<file path="config.mk">
export PLATFORM = sky130hd
export DESIGN_NAME = slave_cfg_loader
export DESIGN_NICKNAME = d
export VERILOG_FILES = /design/src/rtl/slave_cfg_loader_pkg.sv /design/src/rtl/cfg_sclk_gen.sv /design/src/rtl/cfg_byte_shifter.sv /design/src/rtl/slave_cfg_loader.sv
export SDC_FILE = /design/constraint.sdc
export NUM_CORES = 1
export LEC_CHECK = 0
export BUFFER_PORTS_ARGS = -buffer_cell sky130_fd_sc_hd__buf_2
export CAP_MARGIN = 30
export CORE_MARGIN = 2
export CORE_UTILIZATION = 57
export DETAILED_ROUTE_END_ITERATION = 10
export PLACE_DENSITY = 0.76
export SYNTH_ARGS = -nofsm -noshare
export SYNTH_HDL_FRONTEND = slang
export SYNTH_SLANG_ARGS = --single-unit
</file>
<file path="constraint.sdc">
create_clock -name clk_i -period 2.5 [get_ports clk_i]
set_input_delay 0.125 -clock clk_i [delete_from_list [all_inputs] [get_ports clk_i]]
set_output_delay 0.125 -clock clk_i [all_outputs]
set_load 0.02 [all_outputs]
</file>
<file path="src/rtl/slave_cfg_loader_pkg.sv">
package slave_cfg_loader_pkg;
  typedef enum logic [2:0] {
    ST_IDLE,
    ST_RESET,
    ST_WAIT,
    ST_STREAM,
    ST_FLUSH,
    ST_TRAIL
  } ld_state_e;
endpackage

</file>
<file path="src/rtl/cfg_sclk_gen.sv">
module cfg_sclk_gen #(
  parameter int HALF = 2
) (
  input  logic clk_i,
  input  logic rst_ni,
  input  logic run_i,
  output logic sclk_o,
  output logic cell_end_o
);
  localparam int CELL = 2 * HALF;
  localparam int DW   = (CELL > 2) ? $clog2(CELL) : 1;
  localparam logic [DW-1:0] LAST = DW'(CELL - 1);
  localparam logic [DW-1:0] MID  = DW'(HALF);

  logic [DW-1:0] cnt_q;

  assign cell_end_o = run_i && (cnt_q == LAST);
  assign sclk_o     = run_i && (cnt_q >= MID);

  always_ff @(posedge clk_i or negedge rst_ni) begin
    if (!rst_ni)                  cnt_q <= '0;
    else if (run_i && !cell_end_o) cnt_q <= cnt_q + 1'b1;
    else                          cnt_q <= '0;
  end
endmodule

</file>
<file path="src/rtl/cfg_byte_shifter.sv">
module cfg_byte_shifter #(
  parameter int W = 8
) (
  input  logic         clk_i,
  input  logic         rst_ni,
  input  logic         load_i,
  input  logic [W-1:0] data_i,
  input  logic         shift_i,
  output logic         bit_o,
  output logic         empty_o
);
  localparam int CW = $clog2(W + 1);

  logic [W-1:0]  sr_q;
  logic [CW-1:0] cnt_q;

  assign bit_o   = sr_q[W-1];
  assign empty_o = (cnt_q == '0);

  always_ff @(posedge clk_i or negedge rst_ni) begin
    if (!rst_ni) begin
      sr_q  <= '1;
      cnt_q <= '0;
    end else if (load_i) begin
      sr_q  <= data_i;
      cnt_q <= CW'(W);
    end else if (shift_i && !empty_o) begin
      sr_q  <= {sr_q[W-2:0], 1'b1};   // fill with ones for post-stream cells
      cnt_q <= cnt_q - 1'b1;
    end
  end
endmodule

</file>
<file path="src/rtl/slave_cfg_loader.sv">
module slave_cfg_loader
  import slave_cfg_loader_pkg::*;
#(
  parameter int DATA_W       = 8,
  parameter int HALF         = 2,
  parameter int RST_CYC      = 16,
  parameter int WAIT_CYC     = 64,
  parameter int TIMEOUT_CLKS = 1000,
  parameter int TRAIL_CLKS   = 48
) (
  input  logic              clk_i,
  input  logic              rst_ni,
  input  logic              start_i,
  input  logic [DATA_W-1:0] byte_i,
  input  logic              valid_i,
  input  logic              last_i,
  output logic              ready_o,
  output logic              sclk_o,
  output logic              mosi_o,
  output logic              cs_no,
  output logic              tgt_rst_no,
  input  logic              tgt_done_i,
  output logic              busy_o,
  output logic              done_ok_o,
  output logic              error_o
);
  localparam int M1   = (RST_CYC > WAIT_CYC) ? RST_CYC : WAIT_CYC;
  localparam int M2   = (TIMEOUT_CLKS > TRAIL_CLKS) ? TIMEOUT_CLKS : TRAIL_CLKS;
  localparam int MAXV = (M1 > M2) ? M1 : M2;
  localparam int CW   = $clog2(MAXV + 1);
  localparam logic [CW-1:0] RST_LIM  = CW'(RST_CYC - 1);
  localparam logic [CW-1:0] WAIT_LIM = CW'(WAIT_CYC - 1);
  localparam logic [CW-1:0] TO_LIM   = CW'(TIMEOUT_CLKS);
  localparam logic [CW-1:0] TR_LIM   = CW'(TRAIL_CLKS);

  ld_state_e     state_q;
  logic [CW-1:0] tmr_q;
  logic          cell_q, last_q, ok_q, err_q;
  logic          cell_end, empty, load, shift;

  cfg_sclk_gen #(.HALF(HALF)) u_clk (
    .clk_i     (clk_i),
    .rst_ni    (rst_ni),
    .run_i     (cell_q),
    .sclk_o    (sclk_o),
    .cell_end_o(cell_end)
  );

  cfg_byte_shifter #(.W(DATA_W)) u_shf (
    .clk_i  (clk_i),
    .rst_ni (rst_ni),
    .load_i (load),
    .data_i (byte_i),
    .shift_i(shift),
    .bit_o  (mosi_o),
    .empty_o(empty)
  );

  assign ready_o    = (state_q == ST_STREAM) && empty && !last_q && !cell_q;
  assign load       = valid_i && ready_o;
  assign shift      = cell_end && (state_q == ST_STREAM);
  assign cs_no      = (state_q == ST_IDLE);
  assign tgt_rst_no = (state_q != ST_RESET);
  assign busy_o     = (state_q != ST_IDLE);
  assign done_ok_o  = ok_q;
  assign error_o    = err_q;

  always_ff @(posedge clk_i or negedge rst_ni) begin
    if (!rst_ni) begin
      state_q <= ST_IDLE;
      tmr_q   <= '0;
      cell_q  <= 1'b0;
      last_q  <= 1'b0;
      ok_q    <= 1'b0;
      err_q   <= 1'b0;
    end else begin
      if (cell_end) cell_q <= 1'b0;
      unique case (state_q)
        ST_IDLE: if (start_i) begin
          state_q <= ST_RESET;
          tmr_q   <= '0;
          last_q  <= 1'b0;
          ok_q    <= 1'b0;
          err_q   <= 1'b0;
        end
        ST_RESET: begin
          tmr_q <= tmr_q + 1'b1;
          if (tmr_q == RST_LIM) begin
            state_q <= ST_WAIT;
            tmr_q   <= '0;
          end
        end
        ST_WAIT: begin
          tmr_q <= tmr_q + 1'b1;
          if (tmr_q == WAIT_LIM) state_q <= ST_STREAM;
        end
        ST_STREAM: begin
          if (load) last_q <= last_i;
          if (!cell_q && !empty) cell_q <= 1'b1;
          if (!cell_q && empty && last_q) begin
            state_q <= ST_FLUSH;
            tmr_q   <= '0;
          end
        end
        ST_FLUSH: if (!cell_q) begin
          // completion wins over timeout at the same boundary
          if (tgt_done_i) begin
            state_q <= ST_TRAIL;
            tmr_q   <= '0;
          end else if (tmr_q == TO_LIM) begin
            state_q <= ST_IDLE;
            err_q   <= 1'b1;
          end else begin
            cell_q <= 1'b1;
            tmr_q  <= tmr_q + 1'b1;
          end
        end
        ST_TRAIL: if (!cell_q) begin
          if (tmr_q == TR_LIM) begin
            state_q <= ST_IDLE;
            ok_q    <= 1'b1;
          end else begin
            cell_q <= 1'b1;
            tmr_q  <= tmr_q + 1'b1;
          end
        end
        default: state_q <= ST_IDLE;
      endcase
    end
  end
endmodule

</file>
==> qor.txt, run 1 <==
max-slew violation count: 0
Core ar.: 3000 um2
die width: 59.8 um
Post-DRT Antenna Nets: 0
Syn Inst Count: 190
final worst slack: 206 ps
setup tns final: 0 ps
syn avg cell area: 9.32 um2
Yosys top cell area share: 32.5%
Post-route DRC: 0
Ys Warns: 0
number of hold violations in the final report: 0
highest clock rate: 0.436 GHz
Post-synth top cells: nand2_1 (28), dfrtp_1 (23), inv_1 (17)
clock transition at the registers of the reported paths: 100 ps
number of global-route vias before repair: 1542
Setup crit start: state_q[0]
syn_nets: 208
final setup fails: 0
gpl congestion: 0.847
Clk Latency, worst-skew pair: 340 ps
total CTS buffers: 5
worst-path maximum fanout: 11
CP arrival: 2500 ps
Final Skew: 11.7 ps
Layout area overhead: 12.8%
Routed WL per cell: 14.9 um
Seq/Total Area, Yosys: 44.4%
Tightest Pin Transition: 689 ps
die height: 59.8 um
clk buf depth: 2
Min-Delay Endpoint: u_shf.sr_q[0]
IO Pins: 22
CP required: 2700 ps
R2R Path End: tmr_q[6]
Final Routed Wirelength: 3770 um
antenna cells: 0
top post-synthesis cells by area: dfrtp_1 (32%), dfstp_2 (12%), nand2_1 (5.9%)
largest net degree at the start of global routing: 32
Cell variety after synth: 49
Worst Hold Launch: byte_i[0]
row count: 20
Startpoint Class: flip-flop
R2R depth: 5
fraction of registers with async set/reset: 100%
Yosys top cell by area: dfrtp_1
initial DRC count: 83
maximum vdd drop: 0.000596 V
status: finished, final reports clean
Slew headroom: 54.1%
RSZ-0062 raised after global routing: no
top-count cell post-synth: nand2_1
initial antenna violation count: 0
Pwr Density: 1000 nW/um2
via count: 1528
Yosys reg bits: 31
CP Capture Type: flip-flop
synthesized area: 1770 um2
Final nets: 237
hold crit path type: in -> reg
total track usage: 24.5%
top_reg_cell synth: dfrtp_1
grt ovf: 0
Via density: 6.04
clk root buf: clkbuf_4
length of the first detailed-routing pass in iterations: 4
share of post-route cells with drive strength above 1: 25.9%
port bufs: 21
CTS tree: done
maxcap violations: 0
clock sinks: 31
post-cts gate resize count: 0
reg2reg setup slack: 210 ps
Starting Density: 59.0%
first-pass GRT wire length: 6580 um
Tmin final: 2290 ps
H-tree depth: 2
full die area: 3570 um2
critical path type: reg -> reg
fin crit share: 91.8%
Final HPWL DP: 2660 um
worst r2r src: state_q[0]
Leakage: 0.886 nW
EDFF count, synth: 0
setup slack at placement: 239 ps
WHS Path Cells: 3
## worst max path at each step
stage	end	slack [ps]	depth (start not counted)
after floorplan	tmr_q[4]	480	6
after global placement	tmr_q[2]	290	5
after detailed placement	tmr_q[2]	240	5
after CTS	tmr_q[2]	230	5
after global routing	tmr_q[2]	100	5
final	tmr_q[6]	210	5
## placed cells by master, fill, tap and decap left out, types with 2 or more instances in the layout
cell type  instances
o22ai_2            7
ha_1               4
nand3b_1           3
dfstp_2            8
a22oi_1            7
dfrtp_1           23
inv_1             17
a21oi_1           12
nor2_1            12
nand4_1            3
nor3_1             4
a21o_1             2
buf_2             21
or4_4              2
nand2_1           28
nor3b_1            3
o21ai_0            5
buf_4              7
clkbuf_4           5
nand2b_1           5
o22ai_1            2
xnor2_1            2
nand3_1            6
a211oi_1           3
## cell type report
type	instances	area, um2
clock buffers	7	55.1
clock inverters	1	5.00
fillers	260	1000
inverters	17	63.8
multi-input cells	135	880
flip-flops and latches	31	786
well taps	33	41.3
repair buffers	29	168
## worst max-delay path, cell delays in order (launching register included)
cell and delay [ps]:
dfrtp_1 480, or4b_2 720, o41a_1 350, nand4_2 110, or2b_1 390, o22ai_2 110
## kinds of logic after synthesis
| kind of cell | count (synthesis) | share of synthesized area, % |
|---|---|---|
| xor gates and xnor gates | 3 | 1.48 |
| adders and majority gates | 4 | 2.82 |
| DFF | 31 | 44.4 |
| AOI/OAI and AO/OA | 49 | 20.8 |
| and+or+nand+nor | 79 | 24.5 |
| buffers and inverters | 24 | 6.00 |
## flip-flops by register name, indices dropped and copies added (netlist names)
name	count
u_shf.sr_q	8
cell_q	1
last_q	1
u_clk.cnt_q	2
done_ok_o	1
state_q	3
tmr_q	10
error_o	1
u_shf.cnt_q	4
## through the flow
| step | cells | utilization [%] | power [W] | area (um2) | hold slack [ps] |
|---|---|---|---|---|---|
| detailed placement | 244 | 64.2 | 0.00167 | 1930 | 207 |
| global route | 253 | 66.5 | 0.00215 | 2000 | 0.303 |
| CTS | 253 | 66.5 | 0.00199 | 2000 | 3.97 |
| global placement | 244 | 64.2 | 0.00163 | 1930 | 196 |
| floorplan | 190 | - | 0.00146 | 1770 | -171 |
| finish | 253 | 66.5 | 0.00200 | 2000 | 3.00 |
## metal layers
| layer | part of all wire, % | track usage (%) | wire [um] |
|---|---|---|---|
| met1 | 44 | 29.6 | 1660 |
| met2 | 48 | 41.1 | 1820 |
| met3 | 5.4 | 5.41 | 204 |
| met4 | 2.0 | 12.1 | 76 |
| met5 | 0 | 0 | 0 |
## where the power goes
part / internal (W) / total, W / switching [W]
Combinational: 0.000381 / 0.000975 / 0.000594
Clock: 0.000136 / 0.000317 / 0.000180
Sequential: 0.000601 / 0.000707 / 0.000106
Total: 0.00112 / 0.00200 / 0.000880
## what timing repair did
item	in CTS	in global routing
buffers inserted	0	0
hold buffers	1	0
hold endpoints to repair	23	0
No activity file was read; power rests on OpenSTA's default activity.
==> run 2: changes to the inputs <==
--- a/config.mk
+++ b/config.mk
@@ -8,9 +8,9 @@
 export BUFFER_PORTS_ARGS = -buffer_cell sky130_fd_sc_hd__buf_2
 export CAP_MARGIN = 30
 export CORE_MARGIN = 2
-export CORE_UTILIZATION = 57
+export CORE_UTILIZATION = 55
 export DETAILED_ROUTE_END_ITERATION = 10
-export PLACE_DENSITY = 0.76
+export PLACE_DENSITY = 0.82
 export SYNTH_ARGS = -nofsm -noshare
 export SYNTH_HDL_FRONTEND = slang
 export SYNTH_SLANG_ARGS = --single-unit
==> qor.txt, run 2 (synthesized netlist as in run 1, its figures left out) <==
Pwr Density: 984 nW/um2 (-1.6%)
Routed WL per cell: 14.1 um (-5.0%)
Critical Path End: tmr_q[9]
Final Routed Wirelength: 3740 um (-0.82%)
Post-route DRC: 0 (unchanged)
length of the first detailed-routing pass in iterations: 5 (+1)
Setup Buffers After CTS: 0 (unchanged)
Max Used Layer: met4
total track usage: 22.7% (-1.8 points)
Stages on worst setup path: 5 (unchanged)
Starting Density: 58.0% (-0.97 points)
total power: 0.00198 W (-0.88%)
CP required: 2700 ps (about the same)
maximum vdd drop: 0.000646 V (+8.3%)
slowest stage cell, crit path: or4b_2
clk root buf: clkbuf_4
Sw Pwr: 0.000867 W (-1.4%)
clock share of power: 15.3% (-0.6 points)
Int Pwr: 0.00111 W (-0.45%)
met3 WL: 230 um (+13%)
RSZ-0062 raised after global routing: no
combinational share of power: 48.5% (-0.3 points)
highest clock rate: 0.438 GHz (+0.48%)
grt ovf: 0 (unchanged)
commonest cells after routing, fill and taps aside: nand2_1 (28), dfrtp_1 (23), buf_2 (21)
Reg power frac: 36.2% (+0.8 points)
Core ar.: 3050 um2 (+1.7%)
clock transition at the registers of the reported paths: 90 ps (about the same)
Tightest Pin Transition: 673 ps (-16.0 ps)
fin crit share: 91.3% (-0.44 points)
register bank with the most flops: tmr_q
initial antenna violation count: 0 (unchanged)
antenna cells: 0 (unchanged)
Setup crit start: state_q[2]
Final nets: 237 (unchanged)
reg2reg setup slack: 220 ps (about the same)
IO Pins: 22 (unchanged)
die width: 60.8 um (+1.7%)
initial DRC count: 148 (+78%)
via count: 1548 (+1.3%)
port bufs: 21 (unchanged)
max-slew violation count: 0 (unchanged)
family with the most delay on the worst path: simple AND/OR/NAND/NOR gates
clock sinks: 31 (unchanged)
largest net degree at the start of global routing: 32 (unchanged)
Sw Share: 43.8% (-0.24 points)
final setup fails: 0 (unchanged)
CTS tree: done
Post-DRT Antenna Nets: 0 (unchanged)
hold crit path type: in -> reg
CP Capture Type: flip-flop
Clk Latency, worst-skew pair: 330 ps (about the same)
met1 wire length: 1570 um (-5.5%)
full die area: 3690 um2 (+3.4%)
Final Skew: 6.11 ps (-5.56 ps)
number of hold violations in the final report: 0 (unchanged)
clk buf depth: 2 (unchanged)
total CTS buffers: 5 (unchanged)
most common cell after layout, fill and taps aside: nand2_1
Tmin final: 2280 ps (-11.1 ps)
gpl congestion: 0.822 (-3.0%)
R2R Path End: tmr_q[9]
max reg flops: 10 (unchanged)
Slew headroom: 55.1% (+1.1 points)
worst-path maximum fanout: 12 (+1)
first-pass GRT wire length: 6280 um (-4.5%)
number of global-route vias before repair: 1421 (-7.8%)
CP arrival: 2480 ps (-20 ps)
H-tree depth: 2 (unchanged)
Final HPWL DP: 2770 um (+4.0%)
post-cts gate resize count: 0 (unchanged)
crit-path cells: or4b_2 > o41a_1 > nand4_2 > or2b_1 > o22ai_2
crit-path max cell delay: 660 ps (-60 ps)
Leakage: 0.885 nW (-0.11%)
maxcap violations: 0 (unchanged)
met2 routed WL: 1880 um (+3.3%)
R2R depth: 5 (unchanged)
worst r2r src: state_q[2]
Layout area overhead: 13.6%
Via density: 5.86 (-2.9%)
setup tns final: 0 ps (unchanged)
status: finished, final reports clean
Startpoint Class: flip-flop
share of post-route cells with drive strength above 1: 25.9% (unchanged)
die height: 60.8 um (+1.7%)
row count: 20 (unchanged)
Critical path buffers and inverters: 0 (unchanged)
critical path type: reg -> reg
largest registers: tmr_q: 10 flops, u_shf.sr_q: 8 flops, u_shf.cnt_q: 4 flops
[run 2: worst min path at each step]
stage / slack (ps) / end / cells past startpoint / start
2_1_floorplan: -170 / cell_q / 0 / rst_ni
5_1_grt: 5 / done_ok_o / 2 / start_i
3_5_place_dp: 200 / u_clk.cnt_q[1] / 1 / rst_ni
4_1_cts: 0.5 / u_shf.sr_q[0] / 3 / byte_i[0]
6_report: 10 / u_shf.sr_q[0] / 3 / byte_i[0]
3_3_place_gp: 190 / u_clk.cnt_q[1] / 1 / rst_ni
[run 2: tightest hold or removal path: cells and delay by family]
kind	cells	cell delay, ps
simple gates	1	40
compound gates	1	70
buf+inv	1	100
[run 2: final cells by class]
type,count,area [um2]
inverters,17,63.8
fillers,261,1040
clock buffers,7,55.1
multi-input cells,135,880
well taps,44,55.1
flip-flops and latches,31,786
repair buffers,29,168
clock inverters,1,5.00
[run 2: what timing repair did]
| action | CTS | global route |
|---|---|---|
| endpoints found under the setup margin | 0 | 0 |
| hold endpoints to repair | 23 | 0 |
| hold buffers | 1 | 0 |
[run 2: per-layer routing]
metal | GRT usage, % | up-vias
met1 | 28.8 | 730
li1 | - | 745
met4 | 5.59 | 0
met3 | 5.76 | 8
met2 | 38.9 | 65
met5 | 0 | -
[run 2: stage by stage]
step	utilization [%]	hold WS (ps)	worst slack (ps)	std cells	area [um2]
3_5_place_dp	63.6	201	230	255	1940
4_1_cts	65.9	0.550	233	264	2010
5_1_grt	65.9	5.16	49.4	264	2010
3_3_place_gp	63.6	189	299	255	1940
6_report	65.9	14.0	217	264	2010
2_1_floorplan	-	-171	481	190	1770
[run 2: power by group through the flow]
stage / logic, W / clock network [W] / registers [W]
after floorplan: 0.000789 / 0 / 0.000676
after global placement: 0.000908 / 0 / 0.000709
after detailed placement: 0.000951 / 0 / 0.000723
after CTS: 0.000954 / 0.000312 / 0.000711
after global routing: 0.00108 / 0.000335 / 0.000730
final: 0.000960 / 0.000304 / 0.000717
